<file path="src/rtl/fpadd_pkg.sv">
`timescale 1ns/1ps
package fpadd_pkg;

    // Control state of the adder front end
    typedef enum logic {
        ST_IDLE,
        ST_EMIT
    } fsm_t;

    // Which source drives the packed result
    typedef enum logic [1:0] {
        RK_FINITE,
        RK_QNAN,
        RK_INF_A,
        RK_INF_B
    } res_kind_t;

endpackage

</file>
<file path="src/rtl/fpadd_align.sv">
`timescale 1ns/1ps
// Unpack, exponent compare, swap and alignment with guard/round/sticky.
module fpadd_align #(
    parameter int EXP_W  = 8,
    parameter int FRAC_W = 23
) (
    input  logic [EXP_W+FRAC_W:0] op_a,
    input  logic [EXP_W+FRAC_W:0] op_b,
    output logic                  sgn_big,
    output logic                  sgn_small,
    output logic [EXP_W-1:0]      exp_big,
    output logic [FRAC_W:0]       sig_big,
    output logic [FRAC_W+3:0]     sig_al
);
    localparam int TOT   = 1 + EXP_W + FRAC_W;
    localparam int SIG_W = FRAC_W + 1;
    localparam int ALN_W = SIG_W + 3;
    localparam int SH_W  = $clog2(ALN_W + 1);

    logic [EXP_W-1:0] ea_f, eb_f, ea, eb, absd;
    logic [SIG_W-1:0] sa, sb, sig_small;
    logic [EXP_W:0]   dsub;
    logic             swap;
    logic [SH_W-1:0]  shamt;
    logic [ALN_W-1:0] ext, mask, shifted;
    logic             lost;

    // Unpack and hidden-bit rule
    always_comb begin
        ea_f = op_a[TOT-2:FRAC_W];
        eb_f = op_b[TOT-2:FRAC_W];
        ea   = (ea_f == '0) ? EXP_W'(1) : ea_f;
        eb   = (eb_f == '0) ? EXP_W'(1) : eb_f;
        sa   = {|ea_f, op_a[FRAC_W-1:0]};
        sb   = {|eb_f, op_b[FRAC_W-1:0]};
    end

    // Exponent compare by subtraction and swap multiplexer
    always_comb begin
        dsub      = {1'b0, ea} - {1'b0, eb};
        swap      = dsub[EXP_W];
        absd      = swap ? (eb - ea) : dsub[EXP_W-1:0];
        sgn_big   = swap ? op_b[TOT-1] : op_a[TOT-1];
        sgn_small = swap ? op_a[TOT-1] : op_b[TOT-1];
        exp_big   = swap ? eb : ea;
        sig_big   = swap ? sb : sa;
        sig_small = swap ? sa : sb;
    end

    // Right shift of the smaller significand; shifted-out bits fold into sticky
    always_comb begin
        if (absd >= EXP_W'(ALN_W))
            shamt = SH_W'(ALN_W);
        else
            shamt = absd[SH_W-1:0];
        ext     = {sig_small, 3'b000};
        mask    = (shamt >= SH_W'(ALN_W)) ? {ALN_W{1'b1}}
                                          : ((ALN_W'(1) << shamt) - ALN_W'(1));
        shifted = ext >> shamt;
        lost    = |(ext & mask);
        sig_al  = {shifted[ALN_W-1:1], shifted[0] | lost};
    end

endmodule

</file>
<file path="src/rtl/fpadd_addnorm.sv">
`timescale 1ns/1ps
// Effective operation, two's-complement add, sign recovery, leading-one normalize.
module fpadd_addnorm #(
    parameter int EXP_W  = 8,
    parameter int FRAC_W = 23
) (
    input  logic              sgn_big,
    input  logic              sgn_small,
    input  logic [EXP_W-1:0]  exp_big,
    input  logic [FRAC_W:0]   sig_big,
    input  logic [FRAC_W+3:0] sig_al,
    output logic              res_sign,
    output logic              is_zero,
    output logic [FRAC_W+3:0] norm_sig,
    output logic [EXP_W:0]    norm_exp
);
    localparam int SIG_W = FRAC_W + 1;
    localparam int ALN_W = SIG_W + 3;
    localparam int MAG_W = ALN_W + 1;
    localparam int SUM_W = ALN_W + 2;
    localparam int LZ_W  = $clog2(ALN_W + 1);

    logic             eff_sub, neg;
    logic [SUM_W-1:0] big_x, small_x, addend, raw;
    logic [MAG_W-1:0] mag;
    logic [LZ_W-1:0]  lz;
    logic [EXP_W:0]   e_w, lz_w;

    // Inversion of the aligned operand plus carry-in forms the subtraction
    always_comb begin
        eff_sub  = sgn_big ^ sgn_small;
        big_x    = {2'b00, sig_big, 3'b000};
        small_x  = {2'b00, sig_al};
        addend   = eff_sub ? ~small_x : small_x;
        raw      = big_x + addend + SUM_W'(eff_sub);
        neg      = raw[SUM_W-1];
        mag      = neg ? (~raw[MAG_W-1:0] + MAG_W'(1)) : raw[MAG_W-1:0];
        is_zero  = (mag == '0);
        if (is_zero)
            res_sign = sgn_big & ~eff_sub;
        else
            res_sign = neg ? sgn_small : sgn_big;
    end

    // Leading-one detector over the in-range part of the magnitude
    always_comb begin
        lz = LZ_W'(ALN_W);
        for (int i = 0; i < ALN_W; i++) begin
            if (mag[i])
                lz = LZ_W'(ALN_W - 1 - i);
        end
    end

    // Normalization: one step right on carry, else left by the zero count
    always_comb begin
        e_w  = {1'b0, exp_big};
        lz_w = (EXP_W+1)'(lz);
        if (mag[MAG_W-1]) begin
            norm_sig = {mag[MAG_W-1:2], mag[1] | mag[0]};
            norm_exp = e_w + (EXP_W+1)'(1);
        end else if (e_w > lz_w) begin
            norm_sig = mag[ALN_W-1:0] << lz;
            norm_exp = e_w - lz_w;
        end else begin
            norm_sig = mag[ALN_W-1:0] << (e_w - (EXP_W+1)'(1));
            norm_exp = '0;
        end
    end

endmodule

</file>
<file path="src/rtl/fpadd_round.sv">
`timescale 1ns/1ps
// Round to nearest-even and pack; carry out of the fraction bumps the exponent.
module fpadd_round #(
    parameter int EXP_W  = 8,
    parameter int FRAC_W = 23
) (
    input  logic                  res_sign,
    input  logic                  is_zero,
    input  logic [FRAC_W+3:0]     norm_sig,
    input  logic [EXP_W:0]        norm_exp,
    output logic [EXP_W+FRAC_W:0] fin_res
);
    localparam int TOT   = 1 + EXP_W + FRAC_W;
    localparam int ALN_W = FRAC_W + 4;
    localparam int BODY  = EXP_W + FRAC_W;

    logic             hid, lsb, grd, rest, up;
    logic [EXP_W-1:0] exp_f;
    logic [BODY-1:0]  base, rounded;

    always_comb begin
        hid     = norm_sig[ALN_W-1];
        exp_f   = hid ? norm_exp[EXP_W-1:0] : '0;
        base    = {exp_f, norm_sig[ALN_W-2:3]};
        lsb     = norm_sig[3];
        grd     = norm_sig[2];
        rest    = norm_sig[1] | norm_sig[0];
        up      = grd & (rest | lsb);
        rounded = base + BODY'(up);
        if (is_zero)
            fin_res = {res_sign, {(TOT-1){1'b0}}};
        else if (norm_exp >= {1'b0, {EXP_W{1'b1}}})
            fin_res = {res_sign, {EXP_W{1'b1}}, {FRAC_W{1'b0}}};
        else
            fin_res = {res_sign, rounded};
    end

endmodule

</file>
<file path="src/rtl/fpadd_top.sv">
`timescale 1ns/1ps
module fpadd_top
    import fpadd_pkg::*;
#(
    parameter int EXP_W  = 8,
    parameter int FRAC_W = 23
) (
    input  logic                  clk,
    input  logic                  rst,
    input  logic                  in_valid,
    input  logic [EXP_W+FRAC_W:0] opnd_a,
    input  logic [EXP_W+FRAC_W:0] opnd_b,
    output logic                  out_valid,
    output logic [EXP_W+FRAC_W:0] sum_out
);
    localparam int TOT = 1 + EXP_W + FRAC_W;
    localparam logic [TOT-1:0] QNAN = {1'b0, {EXP_W{1'b1}}, 1'b1, {(FRAC_W-1){1'b0}}};

    fsm_t             state_q, state_d;
    res_kind_t        kind;
    logic [TOT-1:0]   a_q, b_q, fin;
    logic             a_max, b_max, a_nan, b_nan, a_inf, b_inf;

    logic             sgn_big, sgn_small, res_sign, is_zero;
    logic [EXP_W-1:0] exp_big;
    logic [FRAC_W:0]  sig_big;
    logic [FRAC_W+3:0] sig_al, norm_sig;
    logic [EXP_W:0]   norm_exp;

    // State register
    always_ff @(posedge clk) begin
        if (rst)
            state_q <= ST_IDLE;
        else
            state_q <= state_d;
    end

    // Operand capture
    always_ff @(posedge clk) begin
        if (rst) begin
            a_q <= '0;
            b_q <= '0;
        end else if (in_valid) begin
            a_q <= opnd_a;
            b_q <= opnd_b;
        end
    end

    // Transitions
    always_comb begin
        unique case (state_q)
            ST_IDLE: state_d = in_valid ? ST_EMIT : ST_IDLE;
            ST_EMIT: state_d = in_valid ? ST_EMIT : ST_IDLE;
        endcase
    end

    // Special-value classification
    always_comb begin
        a_max = &a_q[TOT-2:FRAC_W];
        b_max = &b_q[TOT-2:FRAC_W];
        a_nan = a_max & (|a_q[FRAC_W-1:0]);
        b_nan = b_max & (|b_q[FRAC_W-1:0]);
        a_inf = a_max & ~(|a_q[FRAC_W-1:0]);
        b_inf = b_max & ~(|b_q[FRAC_W-1:0]);
        if (a_nan || b_nan || (a_inf && b_inf && (a_q[TOT-1] != b_q[TOT-1])))
            kind = RK_QNAN;
        else if (a_inf)
            kind = RK_INF_A;
        else if (b_inf)
            kind = RK_INF_B;
        else
            kind = RK_FINITE;
    end

    fpadd_align #(.EXP_W(EXP_W), .FRAC_W(FRAC_W)) u_align (
        .op_a      (a_q),
        .op_b      (b_q),
        .sgn_big   (sgn_big),
        .sgn_small (sgn_small),
        .exp_big   (exp_big),
        .sig_big   (sig_big),
        .sig_al    (sig_al)
    );

    fpadd_addnorm #(.EXP_W(EXP_W), .FRAC_W(FRAC_W)) u_addnorm (
        .sgn_big   (sgn_big),
        .sgn_small (sgn_small),
        .exp_big   (exp_big),
        .sig_big   (sig_big),
        .sig_al    (sig_al),
        .res_sign  (res_sign),
        .is_zero   (is_zero),
        .norm_sig  (norm_sig),
        .norm_exp  (norm_exp)
    );

    fpadd_round #(.EXP_W(EXP_W), .FRAC_W(FRAC_W)) u_round (
        .res_sign  (res_sign),
        .is_zero   (is_zero),
        .norm_sig  (norm_sig),
        .norm_exp  (norm_exp),
        .fin_res   (fin)
    );

    // Outputs
    always_comb begin
        out_valid = (state_q == ST_EMIT);
        unique case (kind)
            RK_FINITE: sum_out = fin;
            RK_QNAN:   sum_out = QNAN;
            RK_INF_A:  sum_out = a_q;
            RK_INF_B:  sum_out = b_q;
        endcase
    end

endmodule

</file>
<file path="config.mk">
export PLATFORM = sky130hd
export DESIGN_NAME = fpadd_top
export DESIGN_NICKNAME = d
export VERILOG_FILES = /design/src/rtl/fpadd_pkg.sv /design/src/rtl/fpadd_align.sv /design/src/rtl/fpadd_addnorm.sv /design/src/rtl/fpadd_round.sv /design/src/rtl/fpadd_top.sv
export SDC_FILE = /design/constraint.sdc
export NUM_CORES = 1
export LEC_CHECK = 0
export ABC_CLOCK_PERIOD_IN_PS = 48200
export CAP_MARGIN = 20
export CELL_PAD_IN_SITES_DETAIL_PLACEMENT = 1
export CELL_PAD_IN_SITES_GLOBAL_PLACEMENT = 1
export CORE_AREA = 5 5 138 239
export CTS_BUF_LIST = sky130_fd_sc_hd__clkbuf_16
export DETAILED_ROUTE_END_ITERATION = 10
export DIE_AREA = 0 0 143 244
export HOLD_SLACK_MARGIN = 0.1
export PLACE_DENSITY_LB_ADDON = 0.05
export REMOVE_ABC_BUFFERS = 1
export SYNTH_ARGS = -nofsm -noshare
export SYNTH_HDL_FRONTEND = slang
export SYNTH_SLANG_ARGS = --single-unit
export TNS_END_PERCENT = 20
</file>
<file path="constraint.sdc">
create_clock -name clk -period 48.2 [get_ports clk]
set_input_delay 9.64 -clock clk [delete_from_list [all_inputs] [get_ports clk]]
set_output_delay 9.64 -clock clk [all_outputs]
set_load 0.01 [all_outputs]
</file>
==> load_flow_metrics.sql, run 1 <==
INSERT INTO impl_metrics (metric_group, metric, value, unit) VALUES
('run_status', 'status', 'finished clean', ''),
('yosys', 'yosys.area.top_type', 'sky130_fd_sc_hd__dfxtp_1', ''),
('die', 'die-width', '143', 'µm'),
('yosys', 'most_common_cell_in_the_synthesized_netlist', 'sky130_fd_sc_hd__nand2_1', ''),
('route', 'dr.first_iter.drc_count', '1254', ''),
('placed_design', 'gp_congestion', '1.08', ''),
('timing', 'totalNegativeSetupSlack', '0', 'ns'),
('route', 'detail_route.first_pass.iterations', '7', ''),
('yosys', 'seq_area_frac_synth', '8.73', '%'),
('critical_path', 'required', '38.56', 'ns'),
('global_route', 'antenna_found_initial', '4', ''),
('clock_network', 'clkSinkCount', '65', ''),
('die', 'core_area', '30700', 'µm²'),
('clock_network', 'h-tree-depth', '3', ''),
('critical_path', 'r2r_setup_slk', '47.33', 'ns'),
('timing', 'post-route-min-period', '28.78', 'ns'),
('clock_network', 'clk_root_buffer_cell', 'sky130_fd_sc_hd__clkbuf_16', ''),
('yosys', 'synth.lib_cells_used.distinct', '126', ''),
('yosys', 'synth-seq-cells', '65', ''),
('global_route', 'grt_pass1_vias', '19900', ''),
('critical_path', 'slowest_stage', 'sky130_fd_sc_hd__xnor2_1', ''),
('critical_path', 'worst-endpoint-arrival', '19.14', 'ns'),
('finish', 'final_layout_size_suffix_gt1_share', '7.85', '%'),
('die', 'initial_core_utilization', '48.5', '%'),
('route', 'drc', '0', ''),
('yosys', 'top_cells_by_area_in_the_synthesized_netlist', 'sky130_fd_sc_hd__dfxtp_1 8.7%, sky130_fd_sc_hd__mux2i_1 8.4%, sky130_fd_sc_hd__nand2_1 7.9%', ''),
('clock_network', 'cts-resized-gates', '0', ''),
('clock_network', 'clkTransAtPathRegs', '0.07', 'ns'),
('route', 'drt-vias-per-instance', '7.29', ''),
('yosys', 'netlist_top_cells_count', '313 x sky130_fd_sc_hd__nand2_1, 258 x sky130_fd_sc_hd__nor2_1, 126 x sky130_fd_sc_hd__a21oi_1', ''),
('route', 'route.met2.wl', '38700', 'µm'),
('worst_hold_path', 'hold_path_class', 'reg -> reg', ''),
('die', 'die_h', '244', 'µm'),
('placed_design', 'placement.cell_area', '15900', 'µm²'),
('timing', 'final-setup-viol-count', '0', ''),
('power_and_ir_drop', 'report.power.total', '1.22', 'mW'),
('timing', 'slew_headroom', '14.4', '%'),
('clock_network', 'clock_insertion_delay_worst_skew', '0.34', 'ns'),
('run', 'maxCapViolCount', '0', ''),
('die', 'num_io_pins', '100', ''),
('critical_path', 'worst-setup-path-type', 'reg -> out', ''),
('die', 'die_area', '34900', 'µm²'),
('global_route', 'grt_util_all_layers', '44.0', '%'),
('route', 'drt-wirelength-per-cell', '30.1', 'µm'),
('yosys', 'post_synthesis_instance_total', '2195', ''),
('clock_network', 'post-cts-setup-buffer-count', '0', ''),
('yosys', 'area_share_of_the_largest_cell_type_after_synthesis', '8.73', '%'),
('yosys', 'synth-edff-count', '0', ''),
('clock_network', 'tritoncts', 'yes', ''),
('yosys', 'syn-cell-area', '14900', 'µm²'),
('placed_design', 'port_buffers', '99', ''),
('global_route', 'grt_pass1_wl', '119000', 'µm'),
('clock_network', 'cts_buffers', '9', ''),
('die', 'rows', '85', ''),
('placed_design', 'placed_cells', '2557', ''),
('clock_network', 'post_cts_hold_buffer_count', '0', ''),
('timing', 'drv_slew', '0', ''),
('finish', 'synthToLayoutAreaGrowth', '9.48', '%'),
('timing', 'tightestPinTransition', '1.25', 'ns'),
('power_and_ir_drop', 'power.density', '74.8', 'nW/µm²'),
('timing', 'rsz_0062_raised_after_global_routing', 'no', ''),
('route', 'routed-wl-met3', '5820', 'µm'),
('finish', 'postLayoutCellArea', '16300', 'µm²'),
('critical_path', 'critical_path.startpoint_type', 'register', ''),
('yosys', 'yosys_most_used_dff', 'sky130_fd_sc_hd__dfxtp_1', ''),
('timing', 'fin_crit_sh', '59.7', '%'),
('route', 'highest-signal-layer', 'met5', ''),
('power_and_ir_drop', 'leakage_power', '6.54', 'nW'),
('yosys', 'postSynthAreaPerCell', '6.79', 'µm²'),
('timing', 'skew', '0', 'ns'),
('timing', 'fmax', '34.7', 'MHz');
==> cell type report <==
type                            count  area (µm²)
Fill cell                        4010       14400
Multi-Input combinational cell   1922       12700
Timing Repair Buffer              141        1310
Sequential cell                    65        1300
Tap cell                          391         489
Clock buffer                        9         225
Inverter                           47         176
Clock inverter                      7        83.8
Antenna cell                        1        2.50
==> kinds of logic (layout without fill, tap and decap cells) <==
kind of cell    after synthesis  after routing  share of synthesized area [%]
xor+xnor                    105            105                           6.50
other cells                   0              1                              0
fa+ha+maj                    54             54                           4.69
compound gates              662            662                           32.9
simple gates                962            962                           31.5
mux                         139            139                           9.55
buf+inv                     208            204                           6.12
flops                        65             65                           8.73
==> metrics by stage <==
| step | setup slack, ns | hold WS [ns] | util, % |
|---|---|---|---|
| 2_1_floorplan | 22.31 | 0.489 | - |
| 3_3_place_gp | 20.97 | 0.522 | 51.8 |
| 3_5_place_dp | 20.30 | 0.549 | 51.8 |
| 4_1_cts | 19.80 | 0.560 | 52.8 |
| 5_1_grt | 18.23 | 0.593 | 53.1 |
| 6_report | 19.42 | 0.563 | 53.1 |
==> sequential cells by signal, indices dropped and copies added (netlist names) <==
signal     count
b_q           32
a_q           32
out_valid      1
==> placed cells by master, fill, tap and decap left out, types with 14 or more instances in the layout <==
master / count
sky130_fd_sc_hd__nand2_1: 313
sky130_fd_sc_hd__nor2_1: 257
sky130_fd_sc_hd__a21oi_1: 125
sky130_fd_sc_hd__mux2i_1: 125
sky130_fd_sc_hd__clkdlybuf4s50_1: 97
sky130_fd_sc_hd__o21ai_0: 87
sky130_fd_sc_hd__nor3_1: 76
sky130_fd_sc_hd__nand3_1: 69
sky130_fd_sc_hd__xnor2_1: 68
sky130_fd_sc_hd__dfxtp_1: 65
sky130_fd_sc_hd__ha_1: 51
sky130_fd_sc_hd__a31oi_1: 48
sky130_fd_sc_hd__a211oi_1: 46
sky130_fd_sc_hd__inv_1: 45
sky130_fd_sc_hd__buf_4: 37
sky130_fd_sc_hd__a21o_1: 36
sky130_fd_sc_hd__nand4_1: 32
sky130_fd_sc_hd__nor4_1: 32
sky130_fd_sc_hd__xor2_1: 30
sky130_fd_sc_hd__o211ai_1: 30
sky130_fd_sc_hd__nor2b_1: 23
sky130_fd_sc_hd__and3_1: 21
sky130_fd_sc_hd__or3_1: 21
sky130_fd_sc_hd__o31ai_1: 20
sky130_fd_sc_hd__a22oi_1: 18
sky130_fd_sc_hd__and2_1: 17
sky130_fd_sc_hd__o32ai_1: 15
sky130_fd_sc_hd__o21a_1: 14
==> per-layer routing <==
metal | GRT usage (%) | up-vias
met1 | 38.1 | 8968
met3 | 13.7 | 577
met2 | 77.1 | 1070
met4 | 42.1 | 4
met5 | 1.17 | -
li1 | - | 8219
==> worst paths after layout <==
path              cells after the start                    to            startpoint
setup / recovery                     59           sum_out[21]  a_q[27]$_SDFFE_PP0P_
hold reg to reg                       2  b_q[12]$_SDFFE_PP0P_  b_q[12]$_SDFFE_PP0P_
hold / removal                        2  b_q[12]$_SDFFE_PP0P_  b_q[12]$_SDFFE_PP0P_
setup reg to reg                      2   b_q[1]$_SDFFE_PP0P_   b_q[1]$_SDFFE_PP0P_
==> power breakdown <==
group          internal [mW]  switching, mW  leakage (nW)  total [mW]
clock                 0.0410         0.0289         0.149      0.0699
combinational          0.357          0.731          5.85        1.09
sequential            0.0570        0.00524         0.537      0.0622
==> critical path, delay by kind of cell (launching register included) <==
family | cells | cell delay (ns)
compound gates | 27 | 6.11
flops | 1 | 0.41
fa+ha+maj | 3 | 0.84
simple gates | 22 | 8.57
xor+xnor | 2 | 1.04
mux | 1 | 0.26
buf+inv | 4 | 1.46
Note: power is estimated with default switching activity, not from simulation.
==> inputs of run 2 (changes only) <==
--- a/config.mk
+++ b/config.mk
@@ -5,14 +5,14 @@
 export SDC_FILE = /design/constraint.sdc
 export NUM_CORES = 1
 export LEC_CHECK = 0
-export ABC_CLOCK_PERIOD_IN_PS = 48200
+export ABC_CLOCK_PERIOD_IN_PS = 25800
 export CAP_MARGIN = 20
 export CELL_PAD_IN_SITES_DETAIL_PLACEMENT = 1
 export CELL_PAD_IN_SITES_GLOBAL_PLACEMENT = 1
-export CORE_AREA = 5 5 138 239
+export CORE_AREA = 5 5 151 261
 export CTS_BUF_LIST = sky130_fd_sc_hd__clkbuf_16
 export DETAILED_ROUTE_END_ITERATION = 10
-export DIE_AREA = 0 0 143 244
+export DIE_AREA = 0 0 156 266
 export HOLD_SLACK_MARGIN = 0.1
 export PLACE_DENSITY_LB_ADDON = 0.05
 export REMOVE_ABC_BUFFERS = 1
==> constraint.sdc (replaced) <==
create_clock -name clk -period 25.8 [get_ports clk]
set_input_delay 5.16 -clock clk [delete_from_list [all_inputs] [get_ports clk]]
set_output_delay 5.16 -clock clk [all_outputs]
set_load 0.01 [all_outputs]
==> load_flow_metrics.sql, run 2 (synthesized netlist as in run 1, its figures left out) <==
INSERT INTO impl_metrics (metric_group, metric, value, unit) VALUES
('route', 'drc', '0', ''),
('critical_path', 'cell_repeated_most_along_the_worst_path', 'sky130_fd_sc_hd__nor2_1', ''),
('finish', 'regArea', '1300', 'µm²'),
('route', 'drt-wirelength-per-cell', '29.2', 'µm'),
('critical_path', 'required', '20.64', 'ns'),
('worst_hold_path', 'hold_path_startpoint', 'a_q[23]$_SDFFE_PP0P_', ''),
('clock_network', 'cts_buffers', '9', ''),
('critical_path', 'cp-end-kind', 'output port', ''),
('global_route', 'antenna_found_initial', '6', ''),
('finish', 'synthToLayoutAreaGrowth', '10.9', '%'),
('critical_path', 'r2r_setup_slk', '24.96', 'ns'),
('power_and_ir_drop', 'power.density', '139', 'nW/µm²'),
('finish', 'final.fill_count', '4771', ''),
('die', 'die_area', '41500', 'µm²'),
('die', 'die-width', '156', 'µm'),
('clock_network', 'clk_root_buffer_cell', 'sky130_fd_sc_hd__clkbuf_16', ''),
('die', 'core_area', '36900', 'µm²'),
('timing', 'hold_viol_final', '0', ''),
('timing', 'totalNegativeSetupSlack', '0', 'ns'),
('power_and_ir_drop', 'ir_worst_vdd', '0.0717', 'mV'),
('placed_design', 'port_buffers', '99', ''),
('critical_path', 'worst-setup-path-type', 'reg -> out', ''),
('global_route', 'grt_util_all_layers', '36.6', '%'),
('power_and_ir_drop', 'leakage_power', '6.59', 'nW'),
('placed_design', 'dp_hpwl', '63000', 'µm'),
('die', 'num_io_pins', '100', ''),
('route', 'dr.first_iter.drc_count', '984', ''),
('clock_network', 'clkTransAtPathRegs', '0.06', 'ns'),
('clock_network', 'post-cts-setup-buffer-count', '0', ''),
('critical_path', 'worst-endpoint-arrival', '18.79', 'ns'),
('route', 'wl', '78100', 'µm'),
('finish', 'layout_commonest_cell', 'sky130_fd_sc_hd__nand2_1', ''),
('route', 'route.met2.wl', '40500', 'µm'),
('timing', 'post-route-min-period', '23.95', 'ns'),
('timing', 'fmax', '41.7', 'MHz'),
('clock_network', 'h-tree-depth', '3', ''),
('finish', 'multi_input_comb_area', '12700', 'µm²'),
('clock_network', 'cts-root-to-sink-buffers', '2', ''),
('critical_path', 'worst-path-max-fanout', '40', ''),
('clock_network', 'post_cts_hold_buffer_count', '0', ''),
('clock_network', 'tritoncts', 'yes', ''),
('critical_path', 'slowest_stage', 'sky130_fd_sc_hd__nor2_1', ''),
('placed_design', 'placed_cells', '2656', ''),
('finish', 'final_layout_size_suffix_gt1_share', '8.44', '%'),
('clock_network', 'cts-resized-gates', '0', ''),
('timing', 'rsz_0062_raised_after_global_routing', 'no', ''),
('timing', 'final-setup-viol-count', '0', ''),
('finish', 'finish.net_count', '2319', ''),
('critical_path', 'delay_of_the_slowest_critical_path_stage', '0.92', 'ns'),
('global_route', 'grt_pass1_vias', '19000', ''),
('clock_network', 'clkSinkCount', '65', ''),
('global_route', 'grt_pass1_wl', '117000', 'µm'),
('route', 'detail_route.first_pass.iterations', '6', ''),
('timing', 'skew', '0', 'ns'),
('worst_hold_path', 'min_to', 'a_q[23]$_SDFFE_PP0P_', ''),
('timing', 'tightestPinTransition', '1.29', 'ns'),
('run', 'maxCapViolCount', '0', ''),
('timing', 'slew_headroom', '13.5', '%'),
('die', 'die_h', '266', 'µm'),
('route', 'highest-signal-layer', 'met5', ''),
('finish', 'fin_cells', '2680', ''),
('die', 'initial_core_utilization', '40.4', '%'),
('route', 'ant_nets', '0', ''),
('route', 'routed-wl-met3', '3720', 'µm'),
('clock_network', 'clock_insertion_delay_worst_skew', '0.35', 'ns'),
('route', 'detailroute.via_count', '18200', ''),
('route', 'drt-vias-per-instance', '6.80', ''),
('die', 'rows', '93', ''),
('critical_path', 'reg2reg_depth', '2', ''),
('critical_path', 'critical_path.startpoint_type', 'register', ''),
('run_status', 'status', 'finished clean', ''),
('route', 'met1Wirelength', '23900', 'µm'),
('timing', 'drv_slew', '0', ''),
('finish', 'layout.cells.most_common_list', '313 x sky130_fd_sc_hd__nand2_1, 257 x sky130_fd_sc_hd__nor2_1, 125 x sky130_fd_sc_hd__a21oi_1, 125 x sky130_fd_sc_hd__mux2i_1, 97 x sky130_fd_sc_hd__clkdlybuf4s50_1', ''),
('critical_path', 'startpoint_of_the_worst_register_to_register_path', 'a_q[6]$_SDFFE_PP0P_', ''),
('worst_hold_path', 'hold_path_class', 'reg -> reg', ''),
('worst_hold_path', 'min_delay_path_depth', '2', ''),
('global_route', 'grt_overflow', '0', ''),
('critical_path', 'r2r_end', 'a_q[6]$_SDFFE_PP0P_', ''),
('timing', 'fin_crit_sh', '92.8', '%'),
('global_route', 'grt_start_max_net_pins', '68', ''),
('placed_design', 'gp_congestion', '1.09', '');
run 2: how the worst max path moves through the flow:
stage | end | slack [ns] | startpoint
after floorplan | sum_out[18] | 4.39 | b_q[25]$_SDFFE_PP0P_
after global placement | sum_out[21] | 3.13 | a_q[27]$_SDFFE_PP0P_
after detailed placement | sum_out[18] | 2.86 | b_q[25]$_SDFFE_PP0P_
after CTS | sum_out[18] | 2.42 | b_q[25]$_SDFFE_PP0P_
after global routing | sum_out[26] | 0.94 | b_q[25]$_SDFFE_PP0P_
final | sum_out[24] | 1.85 | b_q[25]$_SDFFE_PP0P_
run 2: worst max-delay path, delay by kind of cell (launching register included):
family                     cells  cell delay (ns)
muxes                          2             0.38
buffers and inverters          5             1.27
adders and majority gates      4             1.19
xor gates and xnor gates       3             1.51
DFF                            1             0.39
AOI/OAI and AO/OA             24             5.92
and+or+nand+nor               23             7.69
run 2: metal layers:
| metal | GRT usage (%) | vias to the layer above |
|---|---|---|
| met5 | 0 | - |
| met4 | 37.1 | 6 |
| met3 | 6.96 | 414 |
| met2 | 67.6 | 748 |
| met1 | 31.3 | 8816 |
| li1 | - | 8242 |
run 2: cell type report:
cell class	count	share of cell area, %
tap	475	3.60
sequential	65	7.88
multi-input combinational	1922	77.0
timing repair buffer	153	8.38
clock inverter	7	0.659
clock buffer	9	1.36
inverter	47	1.07
antenna	2	0.0303
run 2: power breakdown:
part	switching [mW]	internal (mW)	leakage (nW)
clock	0.0566	0.0867	0.164
combinational	1.37	0.676	5.89
sequential	0.00943	0.106	0.537
run 2: through the flow:
step | instance area (µm²) | utilization [%] | hold slack, ns | setup slack [ns] | total power [mW]
6_report | 16500 | 44.8 | 0.553 | 1.85 | 2.30
5_1_grt | 16500 | 44.8 | 0.575 | 0.943 | 2.42
4_1_cts | 16500 | 44.6 | 0.556 | 2.42 | 2.21
3_5_place_dp | 16100 | 43.7 | 0.543 | 2.86 | 2.06
3_3_place_gp | 16100 | 43.7 | 0.526 | 3.13 | 2.04
2_1_floorplan | 14200 | - | 0.489 | 4.39 | 1.30
